`src/rtl/colgen_pkg.sv`:
```
package colgen_pkg;
    typedef enum logic [2:0] {
        LEN_ONE   = 3'b000,
        LEN_TWO   = 3'b001,
        LEN_FOUR  = 3'b010,
        LEN_EIGHT = 3'b011,
        LEN_PAGE  = 3'b111
    } len_code_e;
endpackage

```
`src/rtl/colgen_len_dec.sv`:
```
module colgen_len_dec #(
    parameter int COL_W = 8
) (
    input  logic [2:0]       code_i,
    input  logic             ilv_i,
    input  logic             is_write_i,
    input  logic             single_wr_i,
    output logic [COL_W-1:0] mask_o,
    output logic             page_o,
    output logic             bad_o
);
    import colgen_pkg::*;

    logic [COL_W-1:0] mask_raw;
    logic             page_raw;

    always_comb begin
        mask_raw = '0;
        page_raw = 1'b0;
        bad_o    = 1'b0;
        case (code_i)
            LEN_ONE:   mask_raw = COL_W'(0);
            LEN_TWO:   mask_raw = COL_W'(1);
            LEN_FOUR:  mask_raw = COL_W'(3);
            LEN_EIGHT: mask_raw = COL_W'(7);
            LEN_PAGE: begin
                if (ilv_i) begin
                    bad_o = 1'b1;
                end else begin
                    mask_raw = '1;
                    page_raw = 1'b1;
                end
            end
            default:   bad_o = 1'b1;
        endcase
        if (is_write_i && single_wr_i) begin
            mask_o = '0;
            page_o = 1'b0;
        end else begin
            mask_o = mask_raw;
            page_o = page_raw;
        end
    end
endmodule

```
`src/rtl/colgen_col_calc.sv`:
```
module colgen_col_calc #(
    parameter int COL_W = 8
) (
    input  logic [COL_W-1:0] base_i,
    input  logic [COL_W-1:0] idx_i,
    input  logic [COL_W-1:0] mask_i,
    input  logic             ilv_i,
    output logic [COL_W-1:0] col_o
);
    logic [COL_W-1:0] seq_low;
    logic [COL_W-1:0] ilv_low;

    always_comb begin
        seq_low = (base_i + idx_i) & mask_i;
        ilv_low = (base_i ^ idx_i) & mask_i;
        col_o   = (base_i & ~mask_i) | (ilv_i ? ilv_low : seq_low);
    end
endmodule

```
`src/rtl/sdram_burst_colgen.sv`:
```
module sdram_burst_colgen #(
    parameter int COL_W = 8
) (
    input  logic             clk,
    input  logic             rst_n,
    input  logic             start_i,
    input  logic [COL_W-1:0] start_col_i,
    input  logic             is_write_i,
    input  logic             stop_i,
    input  logic [2:0]       len_code_i,
    input  logic             ilv_i,
    input  logic             single_wr_i,
    output logic [COL_W-1:0] col_o,
    output logic             beat_vld_o,
    output logic             last_o,
    output logic             cfg_err_o
);
    typedef struct packed {
        logic             active;
        logic             last;
        logic             page;
        logic             ilv;
        logic             err;
        logic [COL_W-1:0] base;
        logic [COL_W-1:0] idx;
        logic [COL_W-1:0] mask;
        logic [COL_W-1:0] col;
    } state_t;

    state_t st_d, st_q;

    logic [COL_W-1:0] dec_mask;
    logic             dec_page;
    logic             dec_bad;
    logic [COL_W-1:0] idx_nxt;
    logic [COL_W-1:0] col_nxt;

    colgen_len_dec #(.COL_W(COL_W)) u_dec (
        .code_i      (len_code_i),
        .ilv_i       (ilv_i),
        .is_write_i  (is_write_i),
        .single_wr_i (single_wr_i),
        .mask_o      (dec_mask),
        .page_o      (dec_page),
        .bad_o       (dec_bad)
    );

    assign idx_nxt = st_q.idx + COL_W'(1);

    colgen_col_calc #(.COL_W(COL_W)) u_calc (
        .base_i (st_q.base),
        .idx_i  (idx_nxt),
        .mask_i (st_q.mask),
        .ilv_i  (st_q.ilv),
        .col_o  (col_nxt)
    );

    always_comb begin
        st_d = st_q;
        if (start_i) begin
            st_d.active = 1'b1;
            st_d.base   = start_col_i;
            st_d.idx    = '0;
            st_d.mask   = dec_mask;
            st_d.page   = dec_page;
            st_d.ilv    = ilv_i;
            st_d.col    = start_col_i;
            st_d.last   = (dec_mask == '0) && !dec_page;
            st_d.err    = st_q.err | dec_bad;
        end else if (stop_i) begin
            st_d.active = 1'b0;
            st_d.last   = 1'b0;
        end else if (st_q.active) begin
            if (st_q.last) begin
                st_d.active = 1'b0;
                st_d.last   = 1'b0;
            end else begin
                st_d.idx  = idx_nxt;
                st_d.col  = col_nxt;
                st_d.last = !st_q.page && (idx_nxt == st_q.mask);
            end
        end
    end

    always_ff @(posedge clk or negedge rst_n) begin
        if (!rst_n) begin
            st_q <= '0;
        end else begin
            st_q <= st_d;
        end
    end

    assign col_o      = st_q.col;
    assign beat_vld_o = st_q.active;
    assign last_o     = st_q.last;
    assign cfg_err_o  = st_q.err;
endmodule

```
`config.mk`:
```
export PLATFORM = sky130hd
export DESIGN_NAME = sdram_burst_colgen
export DESIGN_NICKNAME = d
export VERILOG_FILES = /design/src/rtl/colgen_pkg.sv /design/src/rtl/colgen_len_dec.sv /design/src/rtl/colgen_col_calc.sv /design/src/rtl/sdram_burst_colgen.sv
export SDC_FILE = /design/constraint.sdc
export NUM_CORES = 1
export LEC_CHECK = 0
export CELL_PAD_IN_SITES_DETAIL_PLACEMENT = 1
export CELL_PAD_IN_SITES_GLOBAL_PLACEMENT = 2
export CORE_ASPECT_RATIO = 0.8
export CORE_MARGIN = 4
export CORE_UTILIZATION = 35
export CTS_BUF_LIST = sky130_fd_sc_hd__clkbuf_16
export CTS_CLUSTER_DIAMETER = 150
export CTS_CLUSTER_SIZE = 40
export DETAILED_ROUTE_END_ITERATION = 8
export PLACE_DENSITY = 0.79
export SYNTH_ARGS = -nofsm -noshare
export SYNTH_HDL_FRONTEND = slang
export SYNTH_HIERARCHICAL = 1
export SYNTH_SLANG_ARGS = --single-unit
```
`constraint.sdc`:
```
create_clock -name clk -period 4.1 [get_ports clk]
set_input_delay 0.615 -clock clk [delete_from_list [all_inputs] [get_ports clk]]
set_output_delay 0.615 -clock clk [all_outputs]
set_load 0.01 [all_outputs]
```
Word level (Yosys, flattened, before mapping)
Index checks and enable logic that the tools add are counted.
Operators by class
  $add $sub $neg: 2
  equality and inequality tests: 7
  mux-type cells: 22
  bitwise gates (word level): 7
  reduce and logical (&&, ||, !) cells: 11
Operators with widths (number)
  $mux 8: 11
  $pmux 8 s4: 1
  $and 8x8->8: 3
  $add 8x1->8 const B: 1
  $add 8x8->8: 1
  $eq 8x8->1: 1
  $logic_not 8->1: 1
  $not 8->8: 1
  $or 8x8->8: 1
  $xor 8x8->8: 1
  $eq 3x2->1 const B: 2
  $mux 1: 6
  $mux 2: 3
  $ne 2x2->1 const B: 2
  $reduce_or 4->1: 1
  $eq 3x1->1 const B: 1
  $eq 3x3->1 const B: 1
  $logic_and 1x1->1: 3
  $logic_not 3->1: 1
  $reduce_and 3->1: 1
  $reduce_bool 3->1: 1
  $logic_not 1->1: 2
  $pmux 1 s2: 1
  $reduce_bool 2->1: 1
  $or 1x1->1: 1
Storage, ports and cells
  flip-flop bits (word level): 37
  output and inout bits: 11
  logic and storage cells: 58

Longest topological paths before layout
Gate-level depths: netlist of the first run.
  word-level depth: 9
  gate-level depth with buffers: 12
  depth with buffers taken out: 12

By module
Netlist of the first run, hierarchy kept.
Modules (own cells, without submodules)
  sdram_burst_colgen: times used 1, cells each 197, area each 1930.6 sq um, sequential area each 925.9 sq um
  colgen_col_calc: times used 1, cells each 61, area each 420.4 sq um, sequential area each 0.0 sq um
  colgen_len_dec: times used 1, cells each 16, area each 111.4 sq um, sequential area each 0.0 sq um

Least setup slack after synthesis of the first run
OpenSTA, ideal clock, no wires.
  path type: register -> register
  start point: register st_q[16] (netlist bit)
  end point: register st_q (netlist bit col_o[7])
  setup time: 0.133 ns
  arrival time: 2.812 ns
  data required time: 3.967 ns
  path slack: 1.155 ns
  stages on the path, launching flop included: 13
  buffers on the path: 0
  period minus slack after synthesis: 2.945 ns
  path through: dfrtp_1 ha_1 and3_1 and3_1 xnor2_1 ha_1 a21oi_1 nor2_1 and4bb_2 o32a_1 or4_1 mux2i_1 o21ai_0
On the way
  word-level cells in the longest chain between the ends: 9
  elaborated cells on any way between the ends: 11
Ends and longest elaborated chain
  start: declaration: RTL line sdram_burst_colgen.sv:30  | state_t st_d, st_q;
  start signal: assignment: RTL line sdram_burst_colgen.sv:89  | st_q <= st_d;
  $add 8x1->8: RTL line sdram_burst_colgen.sv:48  | assign idx_nxt = st_q.idx + COL_W'(1);
  net idx_nxt[6]: RTL line sdram_burst_colgen.sv:35  | logic [COL_W-1:0] idx_nxt;
  $add 8x8->8: RTL line colgen_col_calc.sv:14  | seq_low = (base_i + idx_i) & mask_i;
  $and 8x8->8: RTL line colgen_col_calc.sv:14
  $mux 8: RTL line colgen_col_calc.sv:16  | col_o = (base_i & ~mask_i) | (ilv_i ? ilv_low : seq_low);
  $or 8x8->8: RTL line colgen_col_calc.sv:16
  net col_nxt[7]: RTL line sdram_burst_colgen.sv:36  | logic [COL_W-1:0] col_nxt;
  $mux 8: RTL line sdram_burst_colgen.sv:74  | if (st_q.last) begin
  $mux 8: RTL line sdram_burst_colgen.sv:73  | end else if (st_q.active) begin
  $mux 8: RTL line sdram_burst_colgen.sv:70  | end else if (stop_i) begin
  $mux 8: RTL line sdram_burst_colgen.sv:60  | if (start_i) begin
The timed path passes the listed nets, and every way through them passes these cells. The select of a mux whose other input is x is not followed.
A chain may end at the register's enable or synchronous reset.

Worst setup path in the final report of the first run
Ends and elaborated chain as after synthesis.

==> results of run 1 <==
[per-stage QoR]
stage               power [uW]  utilization, %  hold slack (ns)  area [um2]
floorplan                  546               -            0.319        2460
global placement           609            39.3            0.446        2700
detailed placement         615            39.3            0.448        2700
CTS                       1060            41.7            0.466        2860
global route              1100            41.7            0.500        2860
finish                    1040            41.7            0.450        2860
[registers in the layout (all words and copies together), names as in the netlist]
register,cells
beat_vld_o,1
cfg_err_o,1
col_o,8
last_o,1
st_q,26
[per-layer routing]
| layer | vias to the layer above | track usage, % |
|---|---|---|
| li1 | 964 | - |
| met1 | 926 | 21.5 |
| met2 | 34 | 23.9 |
| met3 | 6 | 3.19 |
| met4 | 0 | 4.35 |
| met5 | - | 0 |
[report_power, final]
| group | total, uW | leakage, uW | switching, uW | internal, uW |
|---|---|---|---|---|
| clock network | 437 | 0.0000826 | 154 | 283 |
| logic | 186 | 0.000705 | 93.3 | 93.2 |
| registers | 419 | 0.000471 | 27.6 | 392 |
| total | 1040 | 0.00126 | 275 | 768 |
[synthesized netlist by cell type, types with 2 or more instances]
library cell | count | area share (%)
a31oi_1 | 5 | 1.3
nand2_1 | 22 | 3.4
nand4_1 | 4 | 1.0
and3_1 | 6 | 1.5
nor4_1 | 3 | 0.76
buf_2 | 5 | 1.0
a21oi_1 | 15 | 3.0
nor4b_1 | 3 | 1.1
nor2_1 | 21 | 3.2
nand3_1 | 4 | 0.81
nand2b_1 | 4 | 1.0
mux2_2 | 11 | 5.0
mux2i_1 | 8 | 3.3
ha_1 | 8 | 4.1
clkbuf_1 | 5 | 0.76
o21ai_1 | 2 | 0.41
or3_1 | 3 | 0.76
nor3_1 | 4 | 0.81
o21bai_1 | 2 | 0.61
dfrtp_1 | 37 | 38
inv_1 | 17 | 2.6
buf_4 | 13 | 4.0
xor2_1 | 9 | 3.2
o21ai_0 | 24 | 4.9
xnor2_1 | 10 | 3.6
a211oi_1 | 2 | 0.61
a21o_1 | 2 | 0.61
[cell families after synthesis]
family | after synthesis | synth area share [%]
AND/OR/NAND/NOR | 87 | 18.8
buffers and inverters | 42 | 8.99
multiplexers | 19 | 8.28
flip-flops | 37 | 37.6
AO/OA/AOI/OAI | 61 | 14.7
adder cells (fa/ha/maj) | 9 | 4.88
XOR/XNOR | 19 | 6.76
[critical path: cells and delay by family (launching register included)]
family / cells / cell delay, ns
compound gates: 3 / 0.34
xor+xnor: 1 / 0.13
fa+ha+maj: 2 / 0.62
flops: 1 / 0.46
mux: 1 / 0.13
simple gates: 5 / 1.38
[layout make-up]
type	instances	area, um2	share of cell area [%]
Clock inverter	3	37.5	1.31
Tap cell	87	109	3.81
Sequential cell	37	926	32.4
Inverter	17	63.8	2.23
Timing Repair Buffer	29	283	9.89
Clock buffer	5	125	4.38
Multi-Input combinational cell	195	1320	46.0
[worst max path at each step]
stage / startpoint / endpoint / slack (ns) / depth (start not counted)
floorplan: st_q[16] / col_o[7] / 1.15 / 12
global placement: st_q[16] / col_o[7] / 0.99 / 12
detailed placement: st_q[16] / col_o[7] / 0.92 / 12
CTS: st_q[16] / col_o[7] / 0.88 / 12
global route: st_q[16] / col_o[7] / 0.70 / 12
finish: st_q[16] / col_o[7] / 0.90 / 12
==> metrics.md, run 1 <==
| Metric | Value |
|---|---|
| Std-Cell Rows | `27` |
| Peak supply drop | `0.152 mV` |
| Die extent in x | `102 um` |
| Placed Cells | `365` |
| Core Footprint | `6860 um2` |
| Crit path cell chain | `ha_1 > and3_1 > and3_1 > xnor2_1 > ha_1 > a21oi_1 > nor2_1 > and4bb_2 > o32a_1 > or4_1 > mux2i_1 > o21ai_0` |
| DP Wirelength | `approximately 4.2 mm` |
| Largest net degree at the start of global routing | `48` |
| Fill cells | `802` |
| Vias per inst | `about 5.2` |
| GRT overflow | `0` |
| Max Buffers Root-to-Sink | `2` |
| DRC errors left | `0` |
| H-tree Lvls | `2` |
| DIE AREA | `8450 um2` |
| Detailed-route via count | `1,930` |
| Commonest non-fill, non-tap cells in the layout | `dfrtp_1 (37), clkdlybuf4s50_1 (27), o21ai_0 (24)` |
| Max Clock Skew | `0.00813 ns` |
| GRT Total Usage | `15.4%` |
| Routed WL per cell | `15.9 um` |
| Crit start category | `flip-flop` |
| CP Class | `reg2reg` |
| Final setup violation count | `0` |
| Met3 Routed Length | `233 um` |
| CTS tree | `done` |
| TritonCTS sink count | `37` |
| R2R Path Start | `st_q[16]` |
| Post-Synthesis Cells | `approximately 270` |
| Crit path required time | `4.25 ns` |
| Placer Congestion | `between 0.7 and 0.8` |
| Sequential element share of the synthesized area | `37.6%` |
| Max-cap violations | `0` |
| Post-CTS setup buffers | `0` |
| Slew margin rel. | `40.8%` |
| Worst-path clk slew | `0.06 ns` |
| Post-Route WL | `5.93 mm` |
| FMAX | `approximately 0.31 GHz` |
| CTS Hold Bufs | `0` |
| Syn_nets | `301` |
| Initial antenna violation count | `0` |
| Yosys cell types | `52` |
| Antenna Nets Post-Route | `0` |
| Initial drt markers | `56` |
| Ys async rst share | `100%` |
| Arr. time, crit path | `3.35 ns` |
| Reg2reg path depth | `12` |
| Final period util | `78.0%` |
| Met2 WL post-DR | `2.64 mm` |
| Slowest library cell on the worst path | `or4_1` |
| Hold crit path type | `in2async` |
| Worst skew pair latency | `0.28 ns` |
| Dominant synthesized flop cell | `dfrtp_1` |
| Leak pwr | `about 0.0013 uW` |
| Power Density | `365 nW/um2` |
| Metal-1 WL | `about 3 mm` |
| Setup TNS | `0 ns` |
| Mapped cell area | `2460 um2` |
| First-pass GRT wire length | `10.3 mm` |
| P&R area growth vs syn | `16.1%` |
| Reg2reg end | `col_o[7]` |
| Syn. warnings | `6` |
| Final WS setup | `0.903 ns` |
| Post-CTS resize count | `0` |
| Reg2Reg Setup Slack | `0.90 ns` |
| Max Used Layer | `met4` |
| Root buffer cell | `clkbuf_16` |
| Layout Cells excl Fill | `373` |
| Number of flops mapped to enable cells by yosys | `0` |
| ANT cells | `0` |
| # IOs | `29` |
| Outcome | `complete, no violations` |
| CP max FO | `7` |
| Final Max Slew Viols | `0` |
| Pre-CTS setup slack | `roughly 0.92 ns` |
| Commonest non-fill, non-tap cell in the layout | `dfrtp_1` |
| Worst Setup End Kind | `flip-flop` |
| Final hold vios | `0` |
| Measured slew at the worst slew-check pin | `0.888 ns` |
| Synth Area per Inst | `8.99 um2` |
| Share of layout cells above drive strength 1 | `9.44%` |
| Final Net Count | `312` |
| Vias in the first global route | `2,056` |
| Final Critical Period | `3.20 ns` |
| Largest stage delay on the critical path | `0.51 ns` |
| Die Ht | `83.0 um` |
| RSZ-0062 raised after global routing | `no` |
| CTS buffer count | `5` |
| Flop and latch count out of synthesis | `37` |
| DRT Pass-1 Iters | `4` |
| Number of port buffers | `28` |
| Initial Utilization | `a little over a third` |
(Power assumes the default switching activity.)
==> run 2, diff against run 1 <==
--- a/config.mk
+++ b/config.mk
@@ -9,12 +9,12 @@
 export CELL_PAD_IN_SITES_GLOBAL_PLACEMENT = 2
 export CORE_ASPECT_RATIO = 0.8
 export CORE_MARGIN = 4
-export CORE_UTILIZATION = 35
+export CORE_UTILIZATION = 31
 export CTS_BUF_LIST = sky130_fd_sc_hd__clkbuf_16
 export CTS_CLUSTER_DIAMETER = 150
 export CTS_CLUSTER_SIZE = 40
 export DETAILED_ROUTE_END_ITERATION = 8
-export PLACE_DENSITY = 0.79
+export PLACE_DENSITY = 0.74
 export SYNTH_ARGS = -nofsm -noshare
 export SYNTH_HDL_FRONTEND = slang
 export SYNTH_HIERARCHICAL = 1
==> constraint.sdc (replaced) <==
create_clock -name clk -period 2.8 [get_ports clk]
set_input_delay 0.42 -clock clk [delete_from_list [all_inputs] [get_ports clk]]
set_output_delay 0.42 -clock clk [all_outputs]
set_load 0.01 [all_outputs]
==> run 2 against run 1 <==
  * Sequential share of layout area shrank 1.9 points
  * Hold slack got worse by 0.19 ns
  * First-iteration DRC count decreased by 13%
  * Wire length rose by 8.6%
  * Fmax rose by 19%
  * Non-clock buffer count up 17
  * Die area increased by 12%
  * Cell count is 9.1% higher
  * Design area up 6.4%
  * Total power up 39%
  * Clock power rose by 24%
==> metrics.md, run 2 (synthesis gave the netlist of run 1 again) <==
| Metric | Value |
|---|---|
| Outcome | `complete, no violations` |
| Total power | `roughly 1400 uW` |
| Final Max Slew Viols | `0` |
| Initial drt markers | `49` |
| Root buffer cell | `clkbuf_16` |
| Grt met2 use | `23.4%` |
| FMAX | `around 0.37 GHz` |
| # IOs | `29` |
| Crit path cell chain | `ha_4 > and3_4 > and3_4 > xnor2_1 > ha_1 > a21oi_2 > nor2_2 > and4bb_2 > o32a_1 > or4_1 > mux2i_1 > o21ai_1` |
| Measured slew at the worst slew-check pin | `about 0.9 ns` |
| Final setup violation count | `0` |
| Pre-CTS setup slack | `-0.0202 ns` |
| Leak pwr | `0.00134 uW` |
| WP depth | `12` |
| Worst Setup End Kind | `flip-flop` |
| Crit path required time | `slightly below 3 ns` |
| Die Ht | `87.7 um` |
| RSZ-0062 raised after global routing | `yes` |
| GRT overflow | `0` |
| Slew margin rel. | `41.0%` |
| Final hold vios | `0` |
| Busiest grt layer | `met2` |
| Final Net Count | `between 300 and 400` |
| Routed WL per cell | `15.8 um` |
| First-pass GRT wire length | `11.0 mm` |
| Max Clock Skew | `~0.005 ns` |
| DRT Pass-1 Iters | `5` |
| Final instance area | `3040 um2` |
| Met1 Track Usage GR | `20.1%` |
| Reg2reg path depth | `12` |
| Detailed-route via count | `between 2k and 2.5k` |
| Initial antenna violation count | `0` |
| CTS Hold Bufs | `0` |
| Vias in the first global route | `2,072` |
| Cell family with most CP delay | `simple AND/OR/NAND/NOR gates` |
| Die extent in x | `108 um` |
| Antenna Nets Post-Route | `0` |
| Slowest library cell on the worst path | `dfrtp_1` |
| Worst-path clk slew | `0.06 ns` |
| CP Class | `reg2reg` |
| CTS buffer count | `5` |
| Commonest non-fill, non-tap cells in the layout | `dfrtp_1 (35), clkdlybuf4s50_1 (27), o21ai_0 (23)` |
| Peak supply drop | `0.288 mV` |
| DP Wirelength | `4.60 mm` |
| Number of port buffers | `28` |
| Share of layout cells above drive strength 1 | `18.5%` |
| Post-Route WL | `~6.4 mm` |
| Std-Cell Rows | `28` |
| Placed Area | `2860 um2` |
| Largest net degree at the start of global routing | `48` |
| DIE AREA | `9440 um2` |
| H-tree Lvls | `2` |
| Critical path's most frequent cell | `and3_4` |
| Utilization after layout | `40.2%` |
| Met3 Track Usage GR | `3.91%` |
| GRT Total Usage | `14.8%` |
| Largest stage delay on the critical path | `about 0.41 ns` |
| Final Critical Period | `roughly 2.7 ns` |
| Buf/Inv on CP | `0` |
| Max Buffers Root-to-Sink | `2` |
| Placer Congestion | `between 0.8 and 0.9` |
| Core Footprint | `7570 um2` |
| Final period util | `96.3%` |
| Largest register FFs | `26` |
| P&R area growth vs syn | `23.6%` |
| Final WS setup | `about 0.10 ns` |
| Hold crit path type | `in2async` |
| TritonCTS sink count | `37` |
| ANT cells | `0` |
| Max-cap violations | `0` |
| Initial Utilization | `32.5%` |
| Power Density | `476 nW/um2` |
| Crit start category | `flip-flop` |
| DRC errors left | `0` |
| Worst skew pair latency | `between 0.2 and 0.3 ns` |
| CTS tree | `done` |
| Biggest register | `st_q` |
| Arr. time, crit path | `roughly 2.9 ns` |
| CP max FO | `3` |
| Vias per inst | `5.00` |
| Commonest non-fill, non-tap cell in the layout | `dfrtp_1` |
==> run 2: cell count changes in the layout (fill, tap and decap cells not counted), moves of 2 or more <==
cell and delta:
ha_1 -2, dfrtp_1 -2, and3_4 +2, and3_1 -2, ha_4 +2, a21oi_2 +2, a21oi_1 -2, buf_4 +17
dfrtp_2 +2
==> run 2: layout make-up <==
| type | count | area, um2 |
|---|---|---|
| fillers | 899 | 4520 |
| multi-input cells | 195 | 1380 |
| flip-flops and latches | 37 | 928 |
| repair buffers | 46 | 410 |
| well taps | 105 | 131 |
| clock buffers | 5 | 125 |
| inverters | 17 | 63.8 |
| clock inverters | 2 | 8.76 |
==> run 2: per-stage QoR <==
stage,hold slack (ns),TNS [ns],instances
finish,0.264,0,407
global route,0.348,-0.0345,407
CTS,0.316,0,406
detailed placement,0.447,-0.0202,398
global placement,0.443,0,398
floorplan,0.124,0,274
==> run 2: per-layer routing <==
layer	vias up	share of wire, %	routed length [um]
met4	0	1.0	66
met3	6	3.4	220
met5	-	0	0
li1	999	-	-
met2	31	47	3000
met1	997	49	3150
==> run 2: timing repair <==
action                                 in CTS  in global routing
resized for setup                           0                  9
pin swaps                                   3                  8
setup endpoints to repair                   1                  2
setup buffers                               1                  1
endpoints found under the hold margin       0                  0
==> run 2: power by group <==
group | switching (uW) | internal, uW | total [uW]
clock network | 220 | 320 | 540
registers | 39.2 | 574 | 613
logic | 144 | 151 | 295
total | 403 | 1040 | 1450
==> run 2: final timing paths <==
path                                 from         to  slack, ns
worst max-delay path             st_q[17]   col_o[7]       0.10
worst min-delay path                rst_n   st_q[23]       0.26
worst max register to register   st_q[17]   col_o[7]       0.10
worst min register to register  cfg_err_o  cfg_err_o       0.46
max in group asynchronous           rst_n   st_q[16]       1.93
min in group clk                cfg_err_o  cfg_err_o       0.46
==> run 2: worst register-to-register path, delay by kind of cell, from the launching register on <==
kind	cells	cell delay (ns)
compound gates	3	0.30
xor+xnor	1	0.12
fa+ha+maj	2	0.51
flops	1	0.41
mux	1	0.14
simple gates	5	1.08
==> run 3, diff against run 2 <==
==> constraint.sdc (replaced) <==
create_clock -name clk -period 2.8 [get_ports clk]
set_input_delay 0.7 -clock clk [delete_from_list [all_inputs] [get_ports clk]]
set_output_delay 0.7 -clock clk [all_outputs]
set_load 0.01 [all_outputs]
==> run 3 against run 2 <==
  * Cell count grew 1.2%
  * Hold slack gained 0.20 ns
  * Sequential power is essentially flat
  * Register-to-register slack is essentially flat
  * First-iteration DRC count shrank 27%
  * Total power grew 7.2%
  * Clock power grew 19%
  * Largest power group is now the clock network
  * Design area grew 1.1%
==> metrics.md, run 3 (synthesis gave the netlist of run 1 again) <==
| Metric | Value |
|---|---|
| WHS Endpoint | `cfg_err_o` |
| Final Critical Period | `2.69 ns` |
| Detailed-route via count | `2,063` |
| Largest register FFs | `26` |
| ANT cells | `0` |
| Std-Cell Rows | `28` |
| First-pass GRT wire length | `11.0 mm` |
| Slew margin rel. | `65.1%` |
| Leak pwr | `0.00136 uW` |
| Die Ht | `87.7 um` |
| Antenna Nets Post-Route | `0` |
| Vias in the first global route | `2,189` |
| Crit start category | `flip-flop` |
| Largest net degree at the start of global routing | `38` |
| Final hold vios | `0` |
| Final WS setup | `between 0.1 and 0.15 ns` |
| Share of layout cells above drive strength 1 | `between 10% and 20%` |
| H-tree Lvls | `2` |
| Max Clock Skew | `0.00201 ns` |
| Core Footprint | `roughly 7600 um2` |
| Worst-path clk slew | `around 0.060 ns` |
| Die extent in x | `108 um` |
| Biggest register | `st_q` |
| FMAX | `0.371 GHz` |
| DIE AREA | `9440 um2` |
| Final Max Slew Viols | `0` |
| Power Density | `505 nW/um2` |
| Slowest library cell on the worst path | `dfrtp_2` |
| CTS Hold Bufs | `0` |
| Layout Cells excl Fill | `412` |
| Reg2reg path depth | `12` |
| Routed WL per cell | `15.5 um` |
| Final Net Count | `333` |
| Max-cap violations | `0` |
| Arr. time, crit path | `around 2.9 ns` |
| GRT Total Usage | `14.8%` |
| Measured slew at the worst slew-check pin | `0.524 ns` |
| Critical path's most frequent cell | `and3_4` |
| Root buffer cell | `clkbuf_16` |
| Placed Cells | `about 400` |
| CTS tree | `done` |
| R2R Path Start | `st_q[16]` |
| # IOs | `29` |
| Initial Utilization | `between 30% and 40%` |
| Worst skew pair latency | `about 0.28 ns` |
| Initial drt markers | `36` |
| TritonCTS sink count | `37` |
| Min-Delay Startpoint | `cfg_err_o` |
| Final period util | `between 90% and 100%` |
| DP Wirelength | `4.65 mm` |
| Commonest non-fill, non-tap cells in the layout | `dfrtp_1 (36), clkdlybuf4s50_1 (27), o21ai_0 (23)` |
| CP max FO | `3` |
| Crit path required time | `~3.0 ns` |
| Crit path cell chain | `ha_4 > and3_4 > and3_4 > xnor2_1 > ha_1 > a21oi_1 > nor2_1 > and4bb_2 > o32a_1 > or4_1 > mux2i_1 > o21ai_1` |
| Reg2Reg Setup Slack | `between 0.1 and 0.15 ns` |
| Placer Congestion | `0.815` |
| Peak supply drop | `0.219 mV` |
| Largest stage delay on the critical path | `0.43 ns` |
| DRC errors left | `0` |
| Min Hold Slack | `0.459 ns` |
| Initial antenna violation count | `0` |
| Commonest non-fill, non-tap cell in the layout | `dfrtp_1` |
| GRT overflow | `0` |
| Vias per inst | `5.01` |
| Final setup violation count | `0` |
| P&R area growth vs syn | `24.9%` |
| Hold crit path type | `reg2reg` |
| DRT Pass-1 Iters | `4` |
| Utilization after layout | `40.6%` |
| Max Buffers Root-to-Sink | `2` |
| CTS buffer count | `5` |
| Number of port buffers | `28` |
| WHS Path Cells | `1` |
| RSZ-0062 raised after global routing | `yes` |
| CP Class | `reg2reg` |
| Reg2reg end | `col_o[7]` |
| Pre-CTS setup slack | `0.0110 ns` |
| Post-Route WL | `about 6.4 mm` |
| Outcome | `complete, no violations` |
| Setup TNS | `0 ns` |
| Worst Setup End Kind | `flip-flop` |
## run 3: power breakdown
part / total [uW] / leakage (uW) / switching [uW] / internal [uW]
registers: 612 / 0.000470 / 38.7 / 574
clock network: 642 / 0.0000826 / 228 / 414
logic: 298 / 0.000809 / 145 / 153
total: 1550 / 0.00136 / 412 / 1140
## run 3: layout make-up
cell class | instances | area, um2
Inverter | 17 | 63.8
Tap cell | 105 | 131
Fill cell | 917 | 4490
Clock inverter | 3 | 37.5
Timing Repair Buffer | 50 | 444
Clock buffer | 5 | 125
Multi-Input combinational cell | 195 | 1350
Sequential cell | 37 | 927
## run 3: repair_timing
item,4_1_cts,5_1_grt
gates resized for setup,2,1
buffers inserted,1,1
setup endpoints to repair,1,2
pin swaps,8,4
## run 3: worst max path at each step
stage,start,end,cells past startpoint
floorplan,st_q[16],col_o[7],12
global placement,st_q[16],col_o[7],12
detailed placement,st_q[16],col_o[7],12
CTS,st_q[16],col_o[7],12
global route,st_q[17],col_o[7],12
finish,st_q[16],col_o[7],12
## run 3: metrics by stage
step	total power [uW]	instance area [um2]
6_report	1550	3080
5_1_grt	1640	3080
4_1_cts	1570	3060
2_1_floorplan	804	2490
3_3_place_gp	912	2890
3_5_place_dp	919	2890
## run 3: metal layers
metal / global-route usage [%] / up-vias / wire length (um)
li1: - / 1010 / -
met2: 24.1 / 34 / 2880
met3: 2.95 / 14 / 229
met1: 19.5 / 1005 / 3130
met5: 0 / - / 0
met4: 5.73 / 0 / 146
## run 3: critical path, delay by kind of cell, from the launching register on
family                   cells  cell delay [ns]
AO/OA/AOI/OAI                3             0.30
XOR/XNOR                     1             0.12
adder cells (fa/ha/maj)      2             0.48
flip-flops                   1             0.43
multiplexers                 1             0.14
AND/OR/NAND/NOR              5             1.09
